--- config.mk ---
export PLATFORM = sky130hd
export DESIGN_NAME = nand_bus_frontend
export DESIGN_NICKNAME = d
export VERILOG_FILES = /design/src/rtl/nbf_pkg.sv /design/src/rtl/nbf_edge.sv /design/src/rtl/nbf_page_buf.sv /design/src/rtl/nbf_ctrl.sv /design/src/rtl/nand_bus_frontend.sv
export SDC_FILE = /design/constraint.sdc
export NUM_CORES = 2
export LEC_CHECK = 0
export ABC_AREA = 1
export BUFFER_PORTS_ARGS = -buffer_cell sky130_fd_sc_hd__buf_2
export CORE_ASPECT_RATIO = 1.1
export CORE_MARGIN = 2
export CORE_UTILIZATION = 30
export CTS_BUF_LIST = sky130_fd_sc_hd__clkbuf_2
export CTS_CLUSTER_DIAMETER = 120
export DETAILED_ROUTE_END_ITERATION = 8
export PLACE_DENSITY = 0.42
export SYNTH_ARGS = -nofsm -noshare
export SYNTH_HDL_FRONTEND = slang
export SYNTH_SLANG_ARGS = --single-unit
--- constraint.sdc ---
create_clock -name clk -period 3.06 [get_ports clk]
set_clock_uncertainty 0.1 [all_clocks]
set_input_delay 0.612 -clock clk [delete_from_list [all_inputs] [get_ports clk]]
set_output_delay 0.612 -clock clk [all_outputs]
set_load 0.02 [all_outputs]
--- src/rtl/nbf_pkg.sv ---
package nbf_pkg;

  typedef enum logic [2:0] {
    ST_IDLE,
    ST_ADDR,
    ST_RD_BUSY,
    ST_RD_OUT,
    ST_LOAD,
    ST_PG_BUSY
  } nbf_state_t;

  localparam logic [7:0] OP_READ   = 8'h00;
  localparam logic [7:0] OP_STATUS = 8'h70;
  localparam logic [7:0] OP_LOAD   = 8'h80;
  localparam logic [7:0] OP_COMMIT = 8'h10;

  localparam int ADDR_BYTES = 3;

endpackage

--- src/rtl/nbf_edge.sv ---
module nbf_edge #(
  parameter int N = 2
) (
  input  logic         clk,
  input  logic         rst_n,
  input  logic [N-1:0] pin,
  output logic [N-1:0] rise,
  output logic [N-1:0] fall
);
  logic [N-1:0] prev;

  for (genvar i = 0; i < N; i++) begin : g_strobe
    always_ff @(posedge clk) begin
      if (!rst_n) prev[i] <= 1'b1;
      else        prev[i] <= pin[i];
    end
    assign rise[i] = pin[i] & ~prev[i];
    assign fall[i] = ~pin[i] & prev[i];
  end
endmodule

--- src/rtl/nbf_page_buf.sv ---
module nbf_page_buf #(
  parameter int DEPTH = 264,
  parameter int AW    = $clog2(DEPTH)
) (
  input  logic          clk,
  input  logic          wr_en,
  input  logic [AW-1:0] wr_addr,
  input  logic [7:0]    wr_data,
  input  logic [AW-1:0] rd_addr,
  output logic [7:0]    rd_data
);
  logic [7:0] mem [DEPTH];

  always_ff @(posedge clk) begin
    if (wr_en) mem[wr_addr] <= wr_data;
  end

  assign rd_data = mem[rd_addr];
endmodule

--- src/rtl/nbf_ctrl.sv ---
module nbf_ctrl
  import nbf_pkg::*;
#(
  parameter int PAGE_BYTES = 264,
  parameter int RD_CYC     = 10,
  parameter int PG_CYC     = 14,
  localparam int CW        = $clog2(PAGE_BYTES),
  localparam int MAXC      = (RD_CYC > PG_CYC) ? RD_CYC : PG_CYC,
  localparam int BW        = $clog2(MAXC + 1)
) (
  input  logic          clk,
  input  logic          rst_n,
  input  logic          sel_n,
  input  logic          cmd_latch,
  input  logic          addr_latch,
  input  logic          prot_n,
  input  logic [7:0]    bus_in,
  input  logic          we_rise,
  input  logic          re_fall,
  input  logic [7:0]    buf_rd,
  output logic [CW-1:0] col,
  output logic          buf_we,
  output logic [7:0]    rd_byte,
  output logic          stat_sel,
  output logic          ready,
  output logic          pg_busy,
  output logic          reading,
  output logic          drive_ok
);
  nbf_state_t st;
  logic [BW-1:0] cnt;
  logic [1:0]    acnt;
  logic          is_prog;
  logic [CW-1:0] col_nx;
  logic          we_cmd, we_adr, we_dat;

  assign col_nx  = (col == CW'(PAGE_BYTES - 1)) ? '0 : col + 1'b1;
  assign we_cmd  = we_rise & cmd_latch;
  assign we_adr  = we_rise & addr_latch & ~cmd_latch;
  assign we_dat  = we_rise & ~addr_latch & ~cmd_latch;
  assign buf_we  = we_dat & ~sel_n & prot_n & (st == ST_LOAD);
  assign ready   = (st != ST_RD_BUSY) && (st != ST_PG_BUSY);
  assign pg_busy = (st == ST_PG_BUSY);
  assign reading = (st == ST_RD_OUT) && !stat_sel;
  assign drive_ok = stat_sel || (st == ST_RD_OUT);

  always_ff @(posedge clk) begin
    if (!rst_n) begin
      st       <= ST_IDLE;
      cnt      <= '0;
      acnt     <= '0;
      is_prog  <= 1'b0;
      col      <= '0;
      rd_byte  <= '0;
      stat_sel <= 1'b0;
    end else if (st == ST_PG_BUSY) begin
      // program busy: deselect and all other commands are ignored
      if (cnt == '0) st <= ST_IDLE;
      else           cnt <= cnt - 1'b1;
      if (!sel_n && we_cmd && bus_in == OP_STATUS) stat_sel <= 1'b1;
    end else if (sel_n) begin
      st       <= ST_IDLE;
      acnt     <= '0;
      stat_sel <= 1'b0;
    end else if (st == ST_RD_BUSY) begin
      if (cnt == '0) st <= ST_RD_OUT;
      else           cnt <= cnt - 1'b1;
      if (we_cmd && bus_in == OP_STATUS) stat_sel <= 1'b1;
    end else begin
      if (we_cmd) begin
        unique case (bus_in)
          OP_READ: begin
            st       <= ST_ADDR;
            is_prog  <= 1'b0;
            acnt     <= '0;
            stat_sel <= 1'b0;
          end
          OP_LOAD: begin
            if (prot_n) begin
              st       <= ST_ADDR;
              is_prog  <= 1'b1;
              acnt     <= '0;
              stat_sel <= 1'b0;
            end
          end
          OP_COMMIT: begin
            if (st == ST_LOAD && prot_n) begin
              st       <= ST_PG_BUSY;
              cnt      <= BW'(PG_CYC - 1);
              stat_sel <= 1'b0;
            end
          end
          OP_STATUS: stat_sel <= 1'b1;
          default: ;
        endcase
      end else if (we_adr && st == ST_ADDR) begin
        if (acnt == 2'd0) col <= CW'(bus_in);
        if (acnt == 2'(ADDR_BYTES - 1)) begin
          acnt <= '0;
          if (is_prog) begin
            st <= ST_LOAD;
          end else begin
            st  <= ST_RD_BUSY;
            cnt <= BW'(RD_CYC - 1);
          end
        end else begin
          acnt <= acnt + 1'b1;
        end
      end else if (buf_we) begin
        col <= col_nx;
      end

      if (re_fall && st == ST_RD_OUT && !stat_sel) begin
        rd_byte <= buf_rd;
        col     <= col_nx;
      end
    end
  end
endmodule

--- src/rtl/nand_bus_frontend.sv ---
module nand_bus_frontend #(
  parameter int PAGE_BYTES = 264,
  parameter int RD_CYC     = 10,
  parameter int PG_CYC     = 14
) (
  input  logic       clk,
  input  logic       rst_n,
  input  logic       sel_n,
  input  logic       cmd_latch,
  input  logic       addr_latch,
  input  logic       wr_n,
  input  logic       rd_n,
  input  logic       prot_n,
  input  logic [7:0] bus_in,
  output logic [7:0] bus_out,
  output logic       bus_oe,
  output logic       ready
);
  localparam int CW = $clog2(PAGE_BYTES);

  logic [1:0]    rise, fall;
  logic          we_rise, re_fall;
  logic [CW-1:0] col;
  logic          buf_we, stat_sel, pg_busy, reading, drive_ok;
  logic [7:0]    buf_rd, rd_byte, status;

  nbf_edge #(.N(2)) u_edge (
    .clk  (clk),
    .rst_n(rst_n),
    .pin  ({rd_n, wr_n}),
    .rise (rise),
    .fall (fall)
  );
  assign we_rise = rise[0];
  assign re_fall = fall[1];

  nbf_page_buf #(.DEPTH(PAGE_BYTES), .AW(CW)) u_buf (
    .clk    (clk),
    .wr_en  (buf_we),
    .wr_addr(col),
    .wr_data(bus_in),
    .rd_addr(col),
    .rd_data(buf_rd)
  );

  nbf_ctrl #(.PAGE_BYTES(PAGE_BYTES), .RD_CYC(RD_CYC), .PG_CYC(PG_CYC)) u_ctrl (
    .clk       (clk),
    .rst_n     (rst_n),
    .sel_n     (sel_n),
    .cmd_latch (cmd_latch),
    .addr_latch(addr_latch),
    .prot_n    (prot_n),
    .bus_in    (bus_in),
    .we_rise   (we_rise),
    .re_fall   (re_fall),
    .buf_rd    (buf_rd),
    .col       (col),
    .buf_we    (buf_we),
    .rd_byte   (rd_byte),
    .stat_sel  (stat_sel),
    .ready     (ready),
    .pg_busy   (pg_busy),
    .reading   (reading),
    .drive_ok  (drive_ok)
  );

  assign status  = {prot_n, ready, 6'b0};
  assign bus_out = stat_sel ? status : rd_byte;
  assign bus_oe  = !sel_n && !rd_n && drive_ok;
endmodule

==> reports/summary.log <==
qor: run_status.failed_checks setup timing
qor: yosys.synth_largest_type_area_fraction 71.4%
qor: yosys.synth_largest_area_cell edfxtp_1
qor: floorplan.top_level_ports 26
qor: placement.place.gp.congestion 0.834
qor: yosys.synth_top_flop_cell edfxtp_1
qor: pwr.power.net_switching 14,000 µW
qor: run_status.result_of_the_run finished, violations left
qor: sta.grt_setup_unrepaired yes
qor: clocking.clk_pin_slew_worst_paths 0.11 ns
qor: routing.route.detailed.vias_per_inst 4.73
qor: floorplan.start_util 30.1%
qor: sta.worstMarginPinSlew 1.08 ns
qor: worst_setup_path.setup.worst_path.class in2reg
qor: floorplan.core-area 295,000 µm²
qor: yosys.synthesis.instances 8,173
qor: yosys.post_synth_main_area_contributors edfxtp_1 71%, nor2_1 9.1%, nand2_1 8.1%
qor: floorplan.dieWidth 523 µm
qor: sta.maxClockFrequency 292 MHz
qor: worst_setup_path.cp_common_cell nand2_1
qor: clocking.cts_tree built
qor: yosys.synth_edf_count 2,112
qor: floorplan.rows 209
qor: global_route.grt_overflow_total 0
qor: global_route.grt_start_max_net_pins 149
qor: pwr.total_leakage_power 0.0405 µW
qor: clocking.clkSinkCount 2,142
qor: sta.finalHoldViolCount 0
qor: sta.final.period_utilization 112%
qor: yosys.postSynthNetCount 8,194
qor: final_layout.fillCellCount 29.8k
qor: yosys.ys_seq_area_share 72.1%
qor: hold_path.min-delay-path-class in2reg
qor: routing.drt-initial-drc-count 5,434
qor: worst_setup_path.list_of_cells_traversed_by_the_critical_path buf_8 -> dlygate4sd3_1 -> inv_1 -> nand4_1 -> buf_4 -> nor2_1 -> nand2_1 -> dlygate4sd3_1 -> nor2_2 -> nand2_1 -> dlygate4sd3_1 -> o21ai_0 -> a21oi_1 -> nand2_1 -> inv_1 -> nand2_1 -> nand2_1 -> dlygate4sd3_1 -> nor2_1
qor: sta.worst_slew_margin_rel 28.0%
qor: placement.dpl_cell_area 98,800 µm²
qor: global_route.global_route_wire_length_before_repair 437,000 µm
qor: yosys.most_numerous_cell_types_in_the_synthesized_netlist 2,148 x nor2_1, 2,112 x edfxtp_1, 1,914 x nand2_1
qor: pwr.power_switching_share 25.2%
qor: worst_setup_path.worstSetupStartpointType input pin
qor: sta.fin_crit 3.42 ns
qor: routing.drt-wirelength-per-cell 22.9 µm
qor: routing.drt_pre_antenna_iters 5
qor: clocking.clockRootBuffer clkbuf_2
qor: pwr.p_int 41,500 µW
qor: pwr.power 55,500 µW
qor: floorplan.fp.dieH 575 µm
qor: worst_setup_path.crit_path_top_delay_cell dlygate4sd3_1
qor: final_layout.post_route_cells_drive_above_1_share 18.8%
qor: worst_setup_path.worst-path-max-fanout 4
qor: worst_setup_path.cp-end-kind flip-flop
qor: placement.place.detailed.hpwl 181,000 µm
qor: final_layout.finish.utilization 35.9%
qor: yosys.synth_most_common_cell nor2_1
qor: worst_setup_path.cpPeakStageDelay 1.01 ns
qor: pwr.seq_power_share 58.0%
qor: sta.finalSetupTns -2.68 ns
qor: yosys.netlist_area 88,900 µm²
qor: routing.drc 0
qor: routing.final_antenna_net_count 0
qor: yosys.yosysWarningCount 0
qor: yosys.synthesis.area_per_instance 10.9 µm²
qor: final_layout.area_growth_syn_to_layout 19.1%
qor: yosys.ys_async_sr_fraction 0%
qor: global_route.grt_util_all_layers 19.7%
qor: pwr.peakVddDrop 0.202 mV
qor: worst_setup_path.critical_path_buf_inv_count 8
qor: pwr.clock_power_share 38.2%
qor: sta.setup_viol 12
qor: floorplan.fp.dieArea 301,000 µm²
qor: clocking.maximum_root_to_sink_buffer_count 4
qor: final_layout.final_net_count 9,186
qor: sta.hold-worst-slack 0.0958 ns
qor: pwr.power_density 524 nW/µm²
qor: global_route.grt_antenna_before_repair 24
qor: yosys.synth.ff_latch_count 2,142
qor: placement.port_buffers 25
qor: global_route.number_of_global_route_vias_before_repair 65.3k
qor: routing.routed_wirelength 310,000 µm
qor: routing.routed-via-count 63.8k
qor: pwr.power_frac_comb 3.8%
qor: final_layout.post-route-cell-area 106,000 µm²
qor: worst_setup_path.cp_top_family buffers and inverters
qor: clocking.cts_buffers 594
qor: worst_setup_path.crit_arrival 4.96 ns
qor: flow_run.max-cap-violations 0
qor: sta.post-route-worst-setup-slack -0.360 ns
qor: sta.maxSlewViolCount 0
qor: clocking.ctsHtreeMaxLevel 6
qor: clocking.worst_skew_pair.late_latency 1.77 ns
qor: yosys.yosys.cell_types.count 35
qor: worst_setup_path.required 4.60 ns
per-layer routing:
layer / vias up / wire length [µm] / track usage (%)
li1: 29900 / - / -
met1: 31600 / 135000 / 26.0
met2: 1852 / 150000 / 33.2
met3: 419 / 16600 / 3.20
met4: 6 / 7600 / 5.71
met5: - / 41 / 0
final timing paths:
kind | startpoint | end | slack [ns] | cells past startpoint
worst max register to register | u_ctrl.st[0] | u_ctrl.st[2] | -0.08 | 16
worst min-delay path | bus_in[6] | u_ctrl.stat_sel | 0.1 | 8
worst min register to register | u_ctrl.acnt[1] | u_ctrl.acnt[1] | 0.39 | 2
worst max-delay path | bus_in[1] | u_ctrl.st[2] | -0.36 | 19
layout make-up:
class | count | area [µm²] | share of cell area [%]
clock buffer | 863 | 4320 | 4.08
timing repair buffer | 857 | 8600 | 8.12
timing repair inverter | 2 | 20.0 | 0.0189
clock inverter | 161 | 1090 | 1.03
antenna | 7 | 17.5 | 0.0165
inverter | 257 | 1020 | 0.963
tap | 3903 | 4880 | 4.61
sequential | 2142 | 64100 | 60.5
multi-input combinational | 5311 | 21900 | 20.7
layout by cell type (no fill, tap or decap), drive strengths merged, types with 2 or more instances in the layout:
cell type,synthesis,routed
nor2,2151,2151
edfxtp,2112,2112
nand2,1914,1914
o21ai,1046,1046
clkbuf,202,865
buf,261,793
inv,248,269
clkinv,9,129
nand3,112,112
dlygate4sd3,0,62
dfxtp,30,30
a21oi,22,22
o22ai,20,20
bufinv,0,15
nor3,9,9
diode,0,7
clkinvlp,0,7
o211ai,7,7
nand4,6,6
o221ai,5,5
ha,5,5
a211oi,3,3
nor4,2,2
nand3b,2,2
power groups by stage:
stage          combinational [µW]  clock [µW]  sequential, µW
6_report                     2120       21200           32200
5_1_grt                      2280       23400           32200
3_5_place_dp                 1920           0           32900
3_3_place_gp                 1930           0           32900
2_1_floorplan                 630           0           32900
4_1_cts                      2010       22000           32200
worst reg2reg max path, cell delays in order (launching register included):
cell and delay, ns:
dfxtp_4 0.38, inv_6 0.05, buf_4 0.12, buf_4 0.12, nor3_1 0.18, nand2_1 0.07
dlygate4sd3_1 0.59, buf_4 0.22, o21ai_1 0.18, nand2_1 0.08, nand2_1 0.06, nand2_1 0.09
inv_1 0.11, nand2_1 0.06, nand2_1 0.06, dlygate4sd3_1 0.55, nor2_1 0.04
state kept, by name, indices dropped and copies added, names as in the netlist:
signal and count:
u_ctrl.col 9, u_ctrl.stat_sel 1, u_edge.prev 2, u_ctrl.acnt 2, u_ctrl.st 3, u_ctrl.cnt 4
u_buf.mem 2112, u_ctrl.is_prog 1, u_ctrl.rd_byte 8
metrics by stage:
stage,setup WS (ns),instances
6_report,-0.360,13500
5_1_grt,-0.534,13500
4_1_cts,-0.645,13400
3_5_place_dp,-0.228,12400
3_3_place_gp,-0.326,12400
2_1_floorplan,0.249,8173
timing repair:
action                                  in CTS  in global routing
hold buffers                                47                 35
pin swaps                                    7                  3
endpoints found under the setup margin      16                 25
hold endpoints to repair                  2367                141
gates resized for setup                     85                 33
setup buffers                               11                 16
gates cloned                                 2                  3
cells by family after synthesis:
group / share of synthesized area [%]
DFF: 72.1
AOI/OAI and AO/OA: 6.33
xor gates and xnor gates: 0.00986
buffers and inverters: 3.59
and+or+nand+nor: 17.9
adders and majority gates: 0.0704
(Power assumes the default switching activity.)
